File: config.mk
export PLATFORM = sky130hd
export DESIGN_NAME = lin_header_top
export DESIGN_NICKNAME = d
export VERILOG_FILES = /design/src/rtl/lin_hdr_pkg.sv /design/src/rtl/lin_break_gen.sv /design/src/rtl/lin_byte_rx.sv /design/src/rtl/lin_header_top.sv
export SDC_FILE = /design/constraint.sdc
export NUM_CORES = 1
export LEC_CHECK = 0
export ABC_AREA = 0
export BUFFER_PORTS_ARGS = -buffer_cell sky130_fd_sc_hd__buf_2
export CAP_MARGIN = 20
export CORE_ASPECT_RATIO = 2
export CORE_UTILIZATION = 35
export CTS_BUF_LIST = sky130_fd_sc_hd__clkbuf_8 sky130_fd_sc_hd__clkbuf_16
export DETAILED_ROUTE_END_ITERATION = 8
export PLACE_DENSITY = 0.54
export SLEW_MARGIN = 10
export SYNTH_ARGS = -nofsm -noshare
export SYNTH_HDL_FRONTEND = slang
export SYNTH_SLANG_ARGS = --single-unit
File: constraint.sdc
create_clock -name clk -period 9 [get_ports clk]
set_clock_uncertainty 0.1 [all_clocks]
set_input_delay 0.9 -clock clk [delete_from_list [all_inputs] [get_ports clk]]
set_output_delay 0.9 -clock clk [all_outputs]
set_load 0.01 [all_outputs]
File: src/rtl/lin_hdr_pkg.sv
package lin_hdr_pkg;

    typedef enum logic [2:0] {
        ST_IDLE,
        ST_DELIM,
        ST_SYNC_WAIT,
        ST_SYNC_MEAS,
        ST_STOP_WAIT,
        ST_PID_WAIT,
        ST_PID_RX
    } hdr_st_e;

    // tolerance window expressed as a fraction over TOL_DEN
    localparam int TOL_DEN = 20;
    localparam int TOL_LO  = 17;
    localparam int TOL_HI  = 23;

    // synch byte spans eight bit times between first and fifth fall
    localparam int SYNC_SHIFT = 3;

    function automatic logic [1:0] id_parity(input logic [5:0] id);
        return {~(id[1] ^ id[3] ^ id[4] ^ id[5]), id[0] ^ id[1] ^ id[2] ^ id[4]};
    endfunction

endpackage

File: src/rtl/lin_break_gen.sv
module lin_break_gen #(
    parameter int DIV_W = 16,
    parameter int CNT_W = DIV_W + 4,
    parameter int BITS  = 13
) (
    input  logic             clk,
    input  logic             rst_n,
    input  logic             tick_en,
    input  logic             enable,
    input  logic             req,
    input  logic [DIV_W-1:0] div,
    output logic             tx_o,
    output logic             busy_o
);

    typedef struct packed {
        logic [CNT_W-1:0] cnt;
    } gen_reg_t;

    gen_reg_t q, d;

    always_comb begin
        d = q;
        if (q.cnt != '0) begin
            if (tick_en) d.cnt = q.cnt - CNT_W'(1);
        end else if (req && enable) begin
            d.cnt = CNT_W'(BITS) * CNT_W'(div);
        end
    end

    always_ff @(posedge clk or negedge rst_n) begin
        if (!rst_n) q <= '0;
        else        q <= d;
    end

    assign busy_o = (q.cnt != '0);
    assign tx_o   = (q.cnt == '0);

endmodule

File: src/rtl/lin_byte_rx.sv
module lin_byte_rx #(
    parameter int DIV_W = 16
) (
    input  logic             clk,
    input  logic             rst_n,
    input  logic             tick_en,
    input  logic             start,
    input  logic             abort,
    input  logic [DIV_W-1:0] div,
    input  logic             rx,
    output logic             done_o,
    output logic [7:0]       data_o
);

    localparam int PW = DIV_W + 1;

    typedef struct packed {
        logic          active;
        logic [PW-1:0] cnt;
        logic [2:0]    idx;
        logic [7:0]    sh;
        logic          done;
    } brx_reg_t;

    brx_reg_t q, d;

    always_comb begin
        d      = q;
        d.done = 1'b0;
        if (abort) begin
            d.active = 1'b0;
        end else if (start) begin
            d.active = 1'b1;
            d.idx    = '0;
            d.cnt    = PW'(div) + PW'(div >> 1) - PW'(1);
        end else if (q.active && tick_en) begin
            if (q.cnt == '0) begin
                d.sh  = {rx, q.sh[7:1]};
                d.idx = q.idx + 3'd1;
                d.cnt = PW'(div) - PW'(1);
                if (q.idx == 3'd7) begin
                    d.active = 1'b0;
                    d.done   = 1'b1;
                end
            end else begin
                d.cnt = q.cnt - PW'(1);
            end
        end
    end

    always_ff @(posedge clk or negedge rst_n) begin
        if (!rst_n) q <= '0;
        else        q <= d;
    end

    assign done_o = q.done;
    assign data_o = q.sh;

endmodule

File: src/rtl/lin_header_top.sv
module lin_header_top
    import lin_hdr_pkg::*;
#(
    parameter int DIV_W       = 16,
    parameter int DIV_RST     = 16,
    parameter int TX_BRK_BITS = 13,
    parameter int RX_BRK_BITS = 11
) (
    input  logic             clk,
    input  logic             rst_n,
    input  logic             tick_en,
    input  logic             rx_i,
    output logic             tx_o,
    input  logic             master_mode,
    input  logic             brk_req,
    input  logic             div_wr_en,
    input  logic [DIV_W-1:0] div_wr_data,
    output logic [DIV_W-1:0] div_o,
    output logic             tx_busy_o,
    output logic             brk_det_o,
    output logic             hdr_valid_o,
    output logic [7:0]       pid_o,
    output logic             err_delim_o,
    output logic             err_sync_o,
    output logic             err_parity_o
);

    localparam int CNT_W = DIV_W + 4;
    localparam int MW    = DIV_W + 7;

    typedef struct packed {
        hdr_st_e          st;
        logic [DIV_W-1:0] div;
        logic [CNT_W-1:0] low;
        logic [CNT_W-1:0] run;
        logic [1:0]       falls;
        logic             rx_prev;
        logic [7:0]       pid;
        logic             brk;
        logic             valid;
        logic             e_delim;
        logic             e_sync;
        logic             e_par;
    } hdr_reg_t;

    hdr_reg_t q, d;

    logic             fall, brk_hit, sync_ok;
    logic             rx_start, rx_abort, rx_done;
    logic [7:0]       rx_data;
    logic [CNT_W-1:0] brk_th;
    logic [MW-1:0]    tot, meas;

    lin_break_gen #(
        .DIV_W(DIV_W), .CNT_W(CNT_W), .BITS(TX_BRK_BITS)
    ) u_brk_gen (
        .clk(clk), .rst_n(rst_n), .tick_en(tick_en), .enable(master_mode),
        .req(brk_req), .div(q.div), .tx_o(tx_o), .busy_o(tx_busy_o)
    );

    lin_byte_rx #(
        .DIV_W(DIV_W)
    ) u_byte_rx (
        .clk(clk), .rst_n(rst_n), .tick_en(tick_en), .start(rx_start),
        .abort(rx_abort), .div(q.div), .rx(rx_i),
        .done_o(rx_done), .data_o(rx_data)
    );

    assign brk_th  = CNT_W'(RX_BRK_BITS) * CNT_W'(q.div);
    assign fall    = tick_en & q.rx_prev & ~rx_i;
    assign brk_hit = tick_en & ~rx_i & (q.low == brk_th - CNT_W'(1));
    // run + 1 gives the edge-to-edge count, + 4 rounds the divide by 8
    assign tot     = MW'(q.run) + MW'(5);
    assign meas    = tot >> SYNC_SHIFT;
    assign sync_ok = (meas * MW'(TOL_DEN) >= MW'(q.div) * MW'(TOL_LO))
                  && (meas * MW'(TOL_DEN) <= MW'(q.div) * MW'(TOL_HI))
                  && ((meas >> DIV_W) == '0);

    always_comb begin
        d         = q;
        d.brk     = brk_hit;
        d.valid   = 1'b0;
        d.e_delim = 1'b0;
        d.e_sync  = 1'b0;
        d.e_par   = 1'b0;
        rx_start  = 1'b0;
        rx_abort  = 1'b0;

        if (tick_en) begin
            d.rx_prev = rx_i;
            if (rx_i)            d.low = '0;
            else if (q.low != '1) d.low = q.low + CNT_W'(1);
        end

        if (master_mode) begin
            d.st     = ST_IDLE;
            rx_abort = 1'b1;
        end else if (brk_hit) begin
            d.st     = ST_DELIM;
            d.run    = '0;
            rx_abort = 1'b1;
        end else begin
            unique case (q.st)
                ST_IDLE: ;
                ST_DELIM: if (tick_en) begin
                    if (rx_i) begin
                        d.run = q.run + CNT_W'(1);
                        if (q.run == CNT_W'(q.div) - CNT_W'(1)) d.st = ST_SYNC_WAIT;
                    end else if (q.run != '0) begin
                        d.e_delim = 1'b1;
                        d.st      = ST_IDLE;
                    end
                end
                ST_SYNC_WAIT: if (fall) begin
                    d.run   = '0;
                    d.falls = '0;
                    d.st    = ST_SYNC_MEAS;
                end
                ST_SYNC_MEAS: if (tick_en) begin
                    if (q.run != '1) d.run = q.run + CNT_W'(1);
                    if (fall) begin
                        d.falls = q.falls + 2'd1;
                        if (q.falls == 2'd3) begin
                            if (sync_ok) begin
                                d.div = DIV_W'(meas);
                                d.st  = ST_STOP_WAIT;
                            end else begin
                                d.e_sync = 1'b1;
                                d.st     = ST_IDLE;
                            end
                        end
                    end
                end
                ST_STOP_WAIT: if (tick_en && rx_i) d.st = ST_PID_WAIT;
                ST_PID_WAIT: if (fall) begin
                    rx_start = 1'b1;
                    d.st     = ST_PID_RX;
                end
                ST_PID_RX: if (rx_done) begin
                    d.st = ST_IDLE;
                    if (rx_data[7:6] == id_parity(rx_data[5:0])) begin
                        d.valid = 1'b1;
                        d.pid   = rx_data;
                    end else begin
                        d.e_par = 1'b1;
                    end
                end
                default: d.st = ST_IDLE;
            endcase
        end

        if (div_wr_en) d.div = div_wr_data;
    end

    always_ff @(posedge clk or negedge rst_n) begin
        if (!rst_n) q <= '{st: ST_IDLE, div: DIV_W'(DIV_RST), rx_prev: 1'b1, default: '0};
        else        q <= d;
    end

    assign div_o        = q.div;
    assign brk_det_o    = q.brk;
    assign hdr_valid_o  = q.valid;
    assign pid_o        = q.pid;
    assign err_delim_o  = q.e_delim;
    assign err_sync_o   = q.e_sync;
    assign err_parity_o = q.e_par;

endmodule

Word level (Yosys, flattened, before mapping)
Cells that the tools add are included.
Storage, ports and cells
  bits in registers: 125
  output and inout port bits: 31
  word-level logic and storage cells: 191
Cells by class
  add/subtract/negate cells: 12
  multiply operators: 5
  magnitude comparators: 2
  equality and inequality tests: 35
  multiplexer cells: 67
  bitwise operators: 16
  reduce and logical (&&, ||, !) cells: 36
Operators with widths (number)
  two-way mux 20 bit: 9
  two-way mux 16 bit: 5
  case mux 20 bit (3 select lines): 1
  two-way mux 19 bit: 3
  two-way mux 22 bit: 2
  multiplier 16 x 5 -> 21 bit (second input constant): 2
  adder 20 x 1 -> 20 bit (second input constant): 2
  == test 20 bit: 2
  multiplier 4 x 16 -> 20 bit (first input constant): 2
  inequality test 20 bit (second input constant): 2
  nonzero test 20 bit: 2
  subtractor 20 x 1 -> 20 bit (second input constant): 2
  subtractor 16 x 1 -> 17 bit (second input constant): 2
  subtractor 17 x 1 -> 17 bit (second input constant): 2
  two-way mux 3 bit: 11
  two-way mux 30 bit: 1
  inequality test 4 bit (second input constant): 7
  two-way mux 1 bit: 27
  >= comparator 23 x 21 -> 1 bit: 1
  <= comparator 23 x 21 -> 1 bit: 1
  logical NOT 23 bit: 1
  adder 20 x 3 -> 21 bit (second input constant): 1
  multiplier 18 x 3 -> 21 bit (second input constant): 1
  two-way mux 21 bit: 1
  other kinds (36): 83

Longest topological paths before layout
  depth after elaboration: 13
  depth in mapped cells: 31
  depth with buffers taken out: 29

By module
A second synthesis with hierarchy kept.
Second synthesis, totals
  cells, all modules: 2091
  area, all modules: 17431.7 um^2
By module, submodules not included
  lin_header_top: instances 1, cells an instance 1389, area an instance 11691.2 um^2, seq. area each 1879.3 um^2
  lin_byte_rx: instances 1, cells an instance 376, area an instance 3104.2 um^2, seq. area each 750.7 um^2
  lin_break_gen: instances 1, cells an instance 326, area an instance 2636.3 um^2, seq. area each 500.5 um^2

Least setup slack after synthesis
No wires, ideal clock.
  path kind: reg-to-reg
  start: register q, in the netlist div_o[0]
  end: register q, in the netlist div_o[7]
  setup time: 0.135 ns
  arrival time: 6.517 ns
  path slack: 2.248 ns
  cell stages (with the launch flop): 30
  cells stage by stage: dfrtp_1 > clkbuf_1 > inv_1 > ha_1 > inv_1 > ha_1 > inv_1 > fa_1 > inv_1 > ha_1 > a21oi_1 > o21bai_1 > a21oi_1 > nor2b_1 > o21a_1 > o31a_1 > o41ai_1 > o311ai_0 > a21oi_1 > xor2_1 > ha_1 > nand2_1 > nor2_1 > nand4_1 > a2111oi_0 > o31ai_1 > a211oi_2 > buf_2 > mux2i_1 > o21ai_0
On the way
  cells in the longest elaborated chain, start to end: 6
  elaborated cells between the ends (all ways): 13
  classes of those cells: add/sub: 1; mul: 3; order compare: 2; eq/ne: 2; bitwise: 1; reduce/logical: 4
RTL lines
  start: declaration: RTL line lin_header_top.sv:46  | hdr_reg_t q, d;
  start signal: assignment: RTL line lin_header_top.sv:156  | if (!rst_n) q <= '{st: ST_IDLE, div: DIV_W'(DIV_RST), rx_prev: 1'b1, default: '0};
  start signal: assignment: RTL line lin_header_top.sv:157  | else q <= d;
  multiplier 4 x 16 -> 20 bit (tied with other cells): RTL line lin_header_top.sv:69  | assign brk_th = CNT_W'(RX_BRK_BITS) * CNT_W'(q.div);
  subtractor 20 x 1 -> 20 bit (tied with other cells): RTL line lin_header_top.sv:71  | assign brk_hit = tick_en & ~rx_i & (q.low == brk_th - CNT_W'(1));
  == test 20 bit or logical AND 1 bit (tied branches): RTL line lin_header_top.sv:71, lin_header_top.sv:76
  bitwise AND 1 bit or logical AND 1 bit (tied branches): RTL line lin_header_top.sv:71, lin_header_top.sv:77
  inequality test 2 bit (no source line) or nonzero test 2 bit (tied branches)
  AND reduction 7 bit (no source line) (*)
Mark *: on every way between the ends. The rest lies on a longest branch, timed or not.
A chain may end at the register's enable or synchronous reset.

Final worst setup path
  start: register q, in the netlist div_o[2]
  end: register q, in the netlist div_o[3]
The elaborated chain is that of the path after synthesis.

==> flow_summary.ini <==
[outcome]
outcome = finished, final reports clean

[floorplanning]
fp.dieW_um = 153.0
die_area_um2 = 46500
core_area_um2 = 45010
die_y_um = 304.0
rows = 110
io_pins = 54
start_util = 0.3545

[worst_hold_path]
hold_class = in2async

[power]
p_leak_nw = 8.220
swShare = 0.4761
p_int_mw = 1.841
p_seq_frac = 0.196
clkPwrFrac = 0.183
power.switching_mw = 1.673
ir_drop_v = 0.00009301
cellPowerDensity_nw_per_um2 = 204.2
pwr-share-comb = 0.621

[yosys]
synth_edf_count = 0
async_flop_share = 1.000
ys.flop_type = dfrtp_1
synthDistinctLibCells = 78
synth_area_leaders = dfrtp_1 19%, ha_1 18%, fa_1 8.7%, xnor2_1 5.9%, inv_1 4.6%
syn_avg_cell_area_um2 = 8.424
yosys.area.top_type = dfrtp_1
synth_warnings = 0
syn_nets = 2213
ys_ff_latch = 125
synth_top_area_share = 0.1929
synth_cells = 1894
synth-seq-area-share = 0.1962
synth_area_um2 = 15960

[sta]
worst_pin_slew_ns = 1.156
setup_viol = 0
tns_ns = 0
fin_crit_ns = 7.758
hold_viol_final = 0
rsz0062_at_grt = no
max-slew-margin-rel = 0.2271
fmax_ghz = 0.1289
slew_violations = 0
fin_crit_sh = 0.8620

[critical_path]
crit_arrival_ns = 7.95
cp-start-kind = flop
crit_type = reg2reg
required_ns = 9.19
endpoint_kind = flop
worstPathMaxFanout = 16

[place]
place_area_um2 = 16680
hpwl_um = 43200
portBuffers = 53
gp_congestion = 0.9057

[drt]
num_vias = 13910
drt_wl_total_um = 52460
via_per_inst = 5.612
antenna_left = 0
firstDrtPassIters = 5
drt_iter0_drc = 719
wl_per_cell_um = 21.16
drc = 0

[clock_tree]
cts_resized = 0
clk-insertion-delay-late_ns = 0.44
clock-sinks = 125
root_buffer = clkbuf_16
clk_pin_slew_worst_paths_ns = 0.07
clock_path_buffers = 2
post_cts_buffers = 0
cts_tree = yes
cts_buffers = 17
cts_hold_buf = 0
cts_max_level = 4

[finish]
antenna_cells = 0
final_common_cell = ha_1
areaGrowthSynthToFinish_pct = 7.881
drive_gt1_frac = 0.07973
final_nets = 2226
layout_common_cells = 227 x ha_1, 201 x inv_1, 133 x nor2_1, 133 x nand2_1, 123 x dfrtp_1
final_area_um2 = 17210

[grt]
antenna_found_initial = 0
grt_max_degree = 68
grt_pass1_wl_um = 81230
gr-total-overflow = 0
grt_util_all_layers = 0.2305
grt_pass1_vias = 14530

[job]
max_cap_viol_count = 0
[path summary, 6_finish.rpt]
kind                               start        to  cells past startpoint  slack, ns
worst max-delay path            div_o[2]  div_o[3]                     26       1.24
worst min register to register  pid_o[1]  pid_o[1]                      1       0.40
max in group asynchronous          rst_n     q[54]                      2       7.13
min in group clk                pid_o[1]  pid_o[1]                      1       0.40
worst min-delay path               rst_n     q[32]                      1       0.36
worst max register to register  div_o[2]  div_o[3]                     26       1.24
[sequential cells by signal, indices dropped and copies added, names as in the netlist]
name	count
brk_det_o	1
div_o	16
err_delim_o	1
err_parity_o	1
err_sync_o	1
hdr_valid_o	1
pid_o	8
q	46
u_brk_gen.q	20
u_byte_rx.data_o	8
u_byte_rx.done_o	1
u_byte_rx.q	21
[stage by stage]
stage                     worst slack, ns  utilization  power [mW]  cells  hold slack (ns)
after floorplan                     2.248            -       2.261   1894           0.3670
after global placement              1.408       0.3707       2.851   2448           0.3813
after detailed placement            1.323       0.3707       2.860   2448           0.3913
after CTS                           1.310       0.3825       3.527   2479           0.3678
after global routing               0.7802       0.3825       3.804   2479           0.3959
final                               1.242       0.3825       3.514   2479           0.3600
[layer usage]
| metal | vias to the layer above | wire, um | part of all wire | GRT usage |
|---|---|---|---|---|
| li1 | 6638 | - | - | - |
| met1 | 6765 | 18110 | 0.35 | 0.2159 |
| met2 | 368 | 29350 | 0.56 | 0.4608 |
| met3 | 142 | 1525 | 0.029 | 0.02521 |
| met4 | 0 | 3477 | 0.066 | 0.1518 |
| met5 | - | 0 | 0 | 0 |
[power by group through the flow]
stage	clock network (mW)	logic (mW)	registers (mW)
final	0.641	2.18	0.689
after global routing	0.681	2.42	0.698
after CTS	0.658	2.18	0.688
after detailed placement	0	2.16	0.697
after global placement	0	2.16	0.694
after floorplan	0	1.58	0.685
[final cells by class]
class / instances / area, um2
Timing Repair Buffer: 69 / 391.6
Fill cell: 4597 / 27790
Multi-Input combinational cell: 1497 / 11720
Clock buffer: 19 / 452.9
Clock inverter: 12 / 76.32
Inverter: 197 / 739.5
Sequential cell: 125 / 3131
Tap cell: 560 / 700.7
[critical path: stages, from the launching register on]
cell and delay (ns):
dfrtp_1 0.71, inv_1 0.32, ha_1 0.36, inv_1 0.08, fa_1 0.54, inv_1 0.06
ha_1 0.28, a21o_1 0.18, a21oi_1 0.24, o21bai_1 0.11, a21oi_1 0.21, nor2b_1 0.08
o21a_1 0.18, o31a_1 0.25, o41ai_1 0.67, o311ai_0 0.27, a21oi_1 0.22, xor2_1 0.11
ha_1 0.30, nand2_1 0.05, nor2_1 0.10, nand4_1 0.09, a2111oi_0 0.56, o31ai_1 0.24
a211oi_4 0.92, mux2i_1 0.26, o21ai_0 0.12
[cell families (layout without fill, tap and decap cells)]
| group | Yosys count | count (layout) | share of synthesized area |
|---|---|---|---|
| buffers and inverters | 272 | 297 | 0.07003 |
| xor gates and xnor gates | 163 | 163 | 0.08948 |
| adders and majority gates | 296 | 296 | 0.2646 |
| DFF | 125 | 125 | 0.1962 |
| AOI/OAI and AO/OA | 418 | 418 | 0.1679 |
| muxes | 60 | 60 | 0.03929 |
| and+or+nand+nor | 560 | 560 | 0.1725 |
[synth_stat cells (all sizes together) (16+ instances only)]
| cell type | n |
|---|---|
| a21oi | 117 |
| o21ai | 111 |
| clkbuf | 44 |
| nand2 | 133 |
| nor3 | 51 |
| fa | 69 |
| xor2 | 55 |
| nand2b | 24 |
| or2 | 17 |
| buf | 31 |
| nor2 | 134 |
| mux2i | 39 |
| mux2 | 21 |
| nand3 | 60 |
| a21o | 25 |
| ha | 227 |
| nor2b | 20 |
| and3 | 19 |
| dfrtp | 123 |
| or3 | 29 |
| a211oi | 16 |
| inv | 197 |
| xnor2 | 108 |
| o31ai | 25 |
| nand4 | 20 |
Power figures use the tool's default switching activity.
